$ cat config.mk
export PLATFORM = sky130hd
export DESIGN_NAME = can_txbuf_flags
export DESIGN_NICKNAME = d
export VERILOG_FILES = /design/src/rtl/can_txbuf_pkg.sv /design/src/rtl/can_txbuf_slot.sv /design/src/rtl/can_txbuf_regif.sv /design/src/rtl/can_txbuf_flags.sv
export SDC_FILE = /design/constraint.sdc
export NUM_CORES = 1
export LEC_CHECK = 0
export ABC_AREA = 1
export ABC_CLOCK_PERIOD_IN_PS = 2150
export BUFFER_PORTS_ARGS = -buffer_cell sky130_fd_sc_hd__buf_2
export CORE_MARGIN = 4
export CORE_UTILIZATION = 48
export CTS_CLUSTER_SIZE = 8
export DETAILED_ROUTE_END_ITERATION = 10
export PLACE_DENSITY_LB_ADDON = 0.12
export SLEW_MARGIN = 0
export SYNTH_ARGS = -nofsm -noshare
export SYNTH_HDL_FRONTEND = slang
export SYNTH_HIERARCHICAL = 1
export SYNTH_SLANG_ARGS = --single-unit
$ cat constraint.sdc
create_clock -name clk -period 2.15 [get_ports clk]
set_input_delay 0.1075 -clock clk [delete_from_list [all_inputs] [get_ports clk]]
set_output_delay 0.1075 -clock clk [all_outputs]
set_load 0.05 [all_outputs]
$ cat src/rtl/can_txbuf_pkg.sv
package can_txbuf_pkg;
  localparam int unsigned NBUF = 3;
  localparam int unsigned DW   = 8;
  typedef enum logic [1:0] {
    SEL_EMPTY = 2'd0,
    SEL_IEN   = 2'd1,
    SEL_ABREQ = 2'd2,
    SEL_ABACK = 2'd3
  } reg_sel_e;
endpackage

$ cat src/rtl/can_txbuf_slot.sv
module can_txbuf_slot (
  input  logic clk,
  input  logic rst_n,
  input  logic init_mode,
  input  logic clr_req,
  input  logic abort_wr,
  input  logic ien_wr,
  input  logic ien_val,
  input  logic sent_ev,
  input  logic aborted_ev,
  output logic empty,
  output logic ack,
  output logic abreq,
  output logic ien
);
  logic set_ev;
  logic clr_eff;
  logic empty_d, ack_d, abreq_d;

  assign set_ev  = sent_ev | aborted_ev;
  assign clr_eff = clr_req & ~set_ev & ~init_mode;

  always_comb begin
    empty_d = empty;
    if (init_mode || set_ev) empty_d = 1'b1;
    else if (clr_req)        empty_d = 1'b0;

    ack_d = ack;
    if (aborted_ev)   ack_d = 1'b1;
    else if (clr_eff) ack_d = 1'b0;

    abreq_d = abreq;
    if (init_mode || set_ev)    abreq_d = 1'b0;
    else if (abort_wr && !empty) abreq_d = 1'b1;
  end

  always_ff @(posedge clk or negedge rst_n) begin
    if (!rst_n) begin
      empty <= 1'b1;
      ack   <= 1'b0;
      abreq <= 1'b0;
      ien   <= 1'b0;
    end else begin
      empty <= empty_d;
      ack   <= ack_d;
      abreq <= abreq_d;
      if (ien_wr) ien <= ien_val;
    end
  end


  init_hold_chk: assert property (@(posedge clk) disable iff (!rst_n)
    init_mode |=> (empty && !abreq));

  event_sets_chk: assert property (@(posedge clk) disable iff (!rst_n)
    (sent_ev || aborted_ev) |=> empty);

  abort_ack_set_chk: assert property (@(posedge clk) disable iff (!rst_n)
    aborted_ev |=> ack);

  clear_drops_ack_chk: assert property (@(posedge clk) disable iff (!rst_n)
    $fell(empty) |-> !ack);

  set_drops_abreq_chk: assert property (@(posedge clk) disable iff (!rst_n)
    $rose(empty) |-> !abreq);

  abreq_needs_full_chk: assert property (@(posedge clk) disable iff (!rst_n)
    $rose(abreq) |-> !empty);
endmodule

$ cat src/rtl/can_txbuf_regif.sv
module can_txbuf_regif
  import can_txbuf_pkg::*;
#(
  parameter int unsigned N = NBUF,
  parameter int unsigned W = DW
) (
  input  logic         reg_wr,
  input  logic [1:0]   reg_sel,
  input  logic [W-1:0] reg_wdata,
  input  logic         init_req,
  input  logic         init_ack,
  input  logic         listen_only,
  input  logic [N-1:0] empty_v,
  input  logic [N-1:0] ien_v,
  input  logic [N-1:0] abreq_v,
  input  logic [N-1:0] ack_v,
  output logic [N-1:0] clr_req_v,
  output logic [N-1:0] abort_wr_v,
  output logic         ien_wr,
  output logic [W-1:0] reg_rdata
);
  localparam int unsigned PADW = W - N;
  reg_sel_e sel;
  logic     flag_wr_ok;
  logic     init_mode;
  logic [N-1:0] rd_sel;

  assign sel        = reg_sel_e'(reg_sel);
  assign init_mode  = init_req & init_ack;
  assign flag_wr_ok = reg_wr && (sel == SEL_EMPTY) && !init_req && !init_ack && !listen_only;
  assign clr_req_v  = flag_wr_ok ? reg_wdata[N-1:0] : '0;
  assign abort_wr_v = (reg_wr && (sel == SEL_ABREQ) && !init_mode) ? reg_wdata[N-1:0] : '0;
  assign ien_wr     = reg_wr && (sel == SEL_IEN);

  always_comb begin
    unique case (sel)
      SEL_EMPTY: rd_sel = empty_v;
      SEL_IEN:   rd_sel = ien_v;
      SEL_ABREQ: rd_sel = abreq_v;
      default:   rd_sel = ack_v;
    endcase
  end

  assign reg_rdata = {{PADW{1'b0}}, rd_sel};
endmodule

$ cat src/rtl/can_txbuf_flags.sv
module can_txbuf_flags
  import can_txbuf_pkg::*;
#(
  parameter int unsigned N = NBUF,
  parameter int unsigned W = DW
) (
  input  logic         clk,
  input  logic         rst_n,
  input  logic         reg_wr,
  input  logic [1:0]   reg_sel,
  input  logic [W-1:0] reg_wdata,
  output logic [W-1:0] reg_rdata,
  input  logic         init_req,
  input  logic         init_ack,
  input  logic         listen_only,
  input  logic [N-1:0] eng_sent,
  input  logic [N-1:0] eng_aborted,
  output logic [N-1:0] tx_req,
  output logic [N-1:0] abort_pend,
  output logic [N-1:0] buf_blocked,
  output logic         tx_irq
);
  logic         init_mode;
  logic         ien_wr;
  logic [N-1:0] empty_v, ien_v, abreq_v, ack_v;
  logic [N-1:0] clr_req_v, abort_wr_v;

  assign init_mode = init_req & init_ack;

  can_txbuf_regif #(.N(N), .W(W)) u_regif (
    .reg_wr      (reg_wr),
    .reg_sel     (reg_sel),
    .reg_wdata   (reg_wdata),
    .init_req    (init_req),
    .init_ack    (init_ack),
    .listen_only (listen_only),
    .empty_v     (empty_v),
    .ien_v       (ien_v),
    .abreq_v     (abreq_v),
    .ack_v       (ack_v),
    .clr_req_v   (clr_req_v),
    .abort_wr_v  (abort_wr_v),
    .ien_wr      (ien_wr),
    .reg_rdata   (reg_rdata)
  );

  for (genvar i = 0; i < N; i++) begin : g_slot
    can_txbuf_slot u_slot (
      .clk        (clk),
      .rst_n      (rst_n),
      .init_mode  (init_mode),
      .clr_req    (clr_req_v[i]),
      .abort_wr   (abort_wr_v[i]),
      .ien_wr     (ien_wr),
      .ien_val    (reg_wdata[i]),
      .sent_ev    (eng_sent[i]),
      .aborted_ev (eng_aborted[i]),
      .empty      (empty_v[i]),
      .ack        (ack_v[i]),
      .abreq      (abreq_v[i]),
      .ien        (ien_v[i])
    );
  end

  assign tx_req      = (listen_only || init_mode) ? '0 : ~empty_v;
  assign abort_pend  = abreq_v;
  assign buf_blocked = ~empty_v;
  assign tx_irq      = |(empty_v & ien_v);


  listen_no_clear_chk: assert property (@(posedge clk) disable iff (!rst_n)
    listen_only |=> (($past(buf_blocked) | ~buf_blocked) == '1));

  partial_init_no_clear_chk: assert property (@(posedge clk) disable iff (!rst_n)
    (init_req || init_ack) |=> (($past(buf_blocked) | ~buf_blocked) == '1));

  req_only_when_blocked_chk: assert property (@(posedge clk) disable iff (!rst_n)
    ((tx_req & ~buf_blocked) == '0));
endmodule

==> metrics.txt <==
# TYPE chip_impl_metric gauge
chip_impl_metric{name="count_of_standard_cell_rows",unit=""} 14
chip_impl_metric{name="post-synth-top-area-fraction",unit=""} 0.273
chip_impl_metric{name="synth-warning-count",unit=""} 6
chip_impl_metric{name="tightestPinTransition",unit="ns"} 0.607
chip_impl_metric{name="muxShareOfSynthArea",unit=""} 0
chip_impl_metric{name="timing.clock.skew",unit="ns"} 0.0000970
chip_impl_metric{name="routabilityCongestion",unit=""} 0.804
chip_impl_metric{name="synth-async-reset-ratio",unit=""} 1.00
chip_impl_info{name="min_delay_startpoint",value="eng_aborted[0]"} 1
chip_impl_metric{name="overflow",unit=""} 0
chip_impl_metric{name="first_pass_iters",unit=""} 4
chip_impl_metric{name="regToRegSetupSlack",unit="ns"} 1.19
chip_impl_metric{name="synthAdderAreaFrac",unit=""} 0
chip_impl_metric{name="fin_setup_tns",unit="ns"} 0
chip_impl_metric{name="post_dp_cell_area",unit="µm²"} 945
chip_impl_info{name="path_class",value="reg -> out"} 1
chip_impl_metric{name="worst_r2r_path_depth",unit=""} 3
chip_impl_metric{name="cp_max_fo",unit=""} 5
chip_impl_metric{name="grt_start_max_net_pins",unit=""} 13
chip_impl_metric{name="timing_hold_violations_final",unit=""} 0
chip_impl_metric{name="slew_headroom",unit=""} 0.592
chip_impl_metric{name="worst_ep_arrival_time",unit="ns"} 1.25
chip_impl_metric{name="number_of_flip_flops_and_latches_in_the_synthesized_netlist",unit=""} 12
chip_impl_metric{name="final_standard_cell_area_without_fillers",unit="µm²"} 981
chip_impl_info{name="synth_ff_type",value="sky130_fd_sc_hd__dfrtp_1"} 1
chip_impl_metric{name="wire_length_of_the_first_global_routing_pass",unit="µm"} 3110
chip_impl_info{name="rsz0062_at_grt",value="false"} 1
chip_impl_metric{name="layout.area.seq",unit="µm²"} 304
chip_impl_metric{name="seq_area_frac_synth",unit=""} 0.369
chip_impl_metric{name="track_usage",unit=""} 0.165
chip_impl_metric{name="dp_hpwl",unit="µm"} 1470
chip_impl_metric{name="post_synth_xor_area_fraction",unit=""} 0
chip_impl_metric{name="cts_setup_buffers",unit=""} 0
chip_impl_metric{name="cts-buffers-inserted",unit=""} 3
chip_impl_metric{name="final_net_count",unit=""} 164
chip_impl_metric{name="syn_to_final_growth",unit="%"} 19.0
chip_impl_metric{name="drtAntennaViolNets",unit=""} 0
chip_impl_metric{name="period_minus_slack",unit="ns"} 1.36
chip_impl_metric{name="start_util",unit=""} 0.529
chip_impl_metric{name="synthDistinctLibCells",unit=""} 21
chip_impl_metric{name="drt_wl_total",unit="µm"} 1860
chip_impl_metric{name="path_clk_slew",unit="ns"} 0.08
chip_impl_metric{name="initial_antenna_violation_count",unit=""} 0
chip_impl_info{name="synth_top_family_by_area",value="simple AND/OR/NAND/NOR gates"} 1
chip_impl_metric{name="clock_latency",unit="ns"} 0.26
chip_impl_info{name="crit_path_end_kind",value="output port"} 1
chip_impl_metric{name="htreeDepth",unit=""} 1
chip_impl_metric{name="die_width",unit="µm"} 49.4
chip_impl_metric{name="pin_count",unit=""} 40
chip_impl_metric{name="buffer_ports.inserted",unit=""} 29
chip_impl_info{name="yosys_top_cell_by_area",value="sky130_fd_sc_hd__dfrtp_1"} 1
chip_impl_info{name="synthTopCellsByCount",value="sky130_fd_sc_hd__nand2_1, sky130_fd_sc_hd__inv_1, sky130_fd_sc_hd__nand3_1"} 1
chip_impl_metric{name="clkSinkCount",unit=""} 12
chip_impl_metric{name="cp_data_required_time",unit="ns"} 2.04
chip_impl_metric{name="vias_after_detailed_routing",unit=""} 781
chip_impl_metric{name="drive_above_1_share",unit=""} 0.340
chip_impl_info{name="worstHoldPathType",value="in -> reg"} 1
chip_impl_info{name="netlist_top_cells_area",value="sky130_fd_sc_hd__dfrtp_1, sky130_fd_sc_hd__nand2_1, sky130_fd_sc_hd__dfstp_2"} 1
chip_impl_metric{name="timing.final.setup_violations",unit=""} 0
chip_impl_info{name="critical_path.startpoint_type",value="flip-flop"} 1
chip_impl_metric{name="leakage",unit="nW"} 0.577
chip_impl_metric{name="drt-wirelength-per-cell",unit="µm"} 11.8
chip_impl_metric{name="avgSynthCellArea",unit="µm²"} 7.50
chip_impl_metric{name="min_period_over_period",unit=""} 0.631
chip_impl_metric{name="synth_compound_gate_area_share",unit=""} 0.0364
chip_impl_metric{name="die-area",unit="mm²"} 0.00244
chip_impl_metric{name="timing_max_transition_violations_final",unit=""} 0
chip_impl_metric{name="number_of_antenna_cells_inserted",unit=""} 0
chip_impl_metric{name="grt_pass1_vias",unit=""} 706
chip_impl_info{name="outcome",value="finished clean"} 1
chip_impl_metric{name="synthSimpleGateAreaFrac",unit=""} 0.423
chip_impl_metric{name="power_per_cell_area",unit="mW/mm²"} 551
chip_impl_info{name="clock_tree_from_tritoncts",value="done"} 1
chip_impl_metric{name="synthesis.area",unit="µm²"} 825
chip_impl_metric{name="ctsResizeCount",unit=""} 0
chip_impl_metric{name="cts-root-to-sink-buffers",unit=""} 2
chip_impl_metric{name="drt_first_iter_violations",unit=""} 24
chip_impl_metric{name="layout.filler_cells",unit=""} 147
chip_impl_info{name="ctsRootBufferMaster",value="sky130_fd_sc_hd__clkbuf_4"} 1
chip_impl_metric{name="design.core.area",unit="mm²"} 0.00156
chip_impl_metric{name="footprint_of_the_multi_input_gates",unit="µm²"} 398
chip_impl_metric{name="fmaxAchievable",unit="GHz"} 0.737
chip_impl_info{name="hold_path_end",value="g_slot[0].u_slot/ack"} 1
chip_impl_metric{name="drc",unit=""} 0
chip_impl_metric{name="detail_route.vias_per_cell",unit=""} 4.97
chip_impl_metric{name="synth-edff-count",unit=""} 0
chip_impl_metric{name="die-height",unit="µm"} 49.4
chip_impl_metric{name="maxCapViolCount",unit=""} 0
chip_impl_info{name="regToRegStartpoint",value="g_slot[1].u_slot/empty"} 1
chip_impl_metric{name="netlist_instances",unit=""} 110
chip_impl_metric{name="peakVddDrop",unit="mV"} 0.345
chip_impl_info{name="critical_r2r_capture",value="g_slot[1].u_slot/empty"} 1
chip_impl_metric{name="worstHoldPathCells",unit=""} 3
chip_impl_info{name="yosysMostFrequentCell",value="sky130_fd_sc_hd__nand2_1"} 1
## flip-flops by register name, indices dropped and copies added, names as in the netlist
name                 flops
g_slot.u_slot/ack        3
g_slot.u_slot/abreq      3
g_slot.u_slot/empty      3
g_slot.u_slot/ien        3
## placed cells by master, fill, tap and decap left out, drive strengths merged
master       netlist  final
or2                3      3
nand3             14     14
inv               20     20
dfrtp              9      9
conb               1      5
dlygate4sd3        0      1
nand2             24     24
clkbuf             0      4
o21ai              3      3
nand4              4      4
nor3               1      1
a21oi              3      3
nor2              18     18
dfstp              3      3
buf                7     29
## worst max-delay path, stage by stage, from the launching register on
cell,delay (ns)
sky130_fd_sc_hd__dfstp_2,0.57
sky130_fd_sc_hd__nand2_1,0.06
sky130_fd_sc_hd__nand3_1,0.08
sky130_fd_sc_hd__buf_2,0.26
## power breakdown
part           internal [mW]  leakage [nW]  switching, mW
clock                 0.0717        0.0150         0.0755
sequential             0.236         0.137        0.00746
combinational         0.0394         0.425          0.111
## worst max-delay path by stage
stage,start,endpoint,slack (ns)
5_1_grt,g_slot[1].u_slot/empty,reg_rdata[1],0.73
2_1_floorplan,g_slot[2].u_slot/abreq,reg_rdata[2],0.84
4_1_cts,g_slot[0].u_slot/empty,tx_irq,0.79
3_5_place_dp,reg_sel[0],g_slot[0].u_slot/ien,0.89
3_3_place_gp,reg_sel[0],g_slot[1].u_slot/ien,0.91
6_report,g_slot[0].u_slot/empty,tx_irq,0.79
## cell families (layout without fill, tap and decap cells)
group / count (synthesis) / in the layout
other: 1 / 5
buffers and inverters: 27 / 54
AND/OR/NAND/NOR: 64 / 64
AO/OA/AOI/OAI: 6 / 6
flip-flops: 12 / 12
## final cells by class
type	count	area share
clock buffers	4	0.0268
multi-input cells	75	0.406
inverters	20	0.0791
repair buffers	30	0.158
well taps	16	0.0204
flip-flops and latches	12	0.310
## layer usage
layer / up-vias / global-route usage / share of wire
li1: 392 / - / -
met1: 354 / 0.214 / 0.42
met2: 35 / 0.281 / 0.50
met3: 0 / 0.0306 / 0.083
met4: 0 / 0.0415 / 0
met5: - / 0 / 0
## through the flow
step                total power, mW  instances   util  setup slack [ns]  hold slack [ns]
floorplan                     0.365        114      -             0.844           -0.188
detailed placement            0.396        152  0.606             0.887         -0.00141
global route                  0.577        157  0.629             0.733           0.0642
finish                        0.541        157  0.629             0.793           0.0434
CTS                           0.544        157  0.629             0.788           0.0424
global placement              0.394        152  0.606             0.914         0.000556
## what timing repair did
item,CTS,global route
hold buffers,1,0
endpoints found under the setup margin,0,0
hold endpoints to repair,12,0
Note: power is estimated with default switching activity, not from simulation.
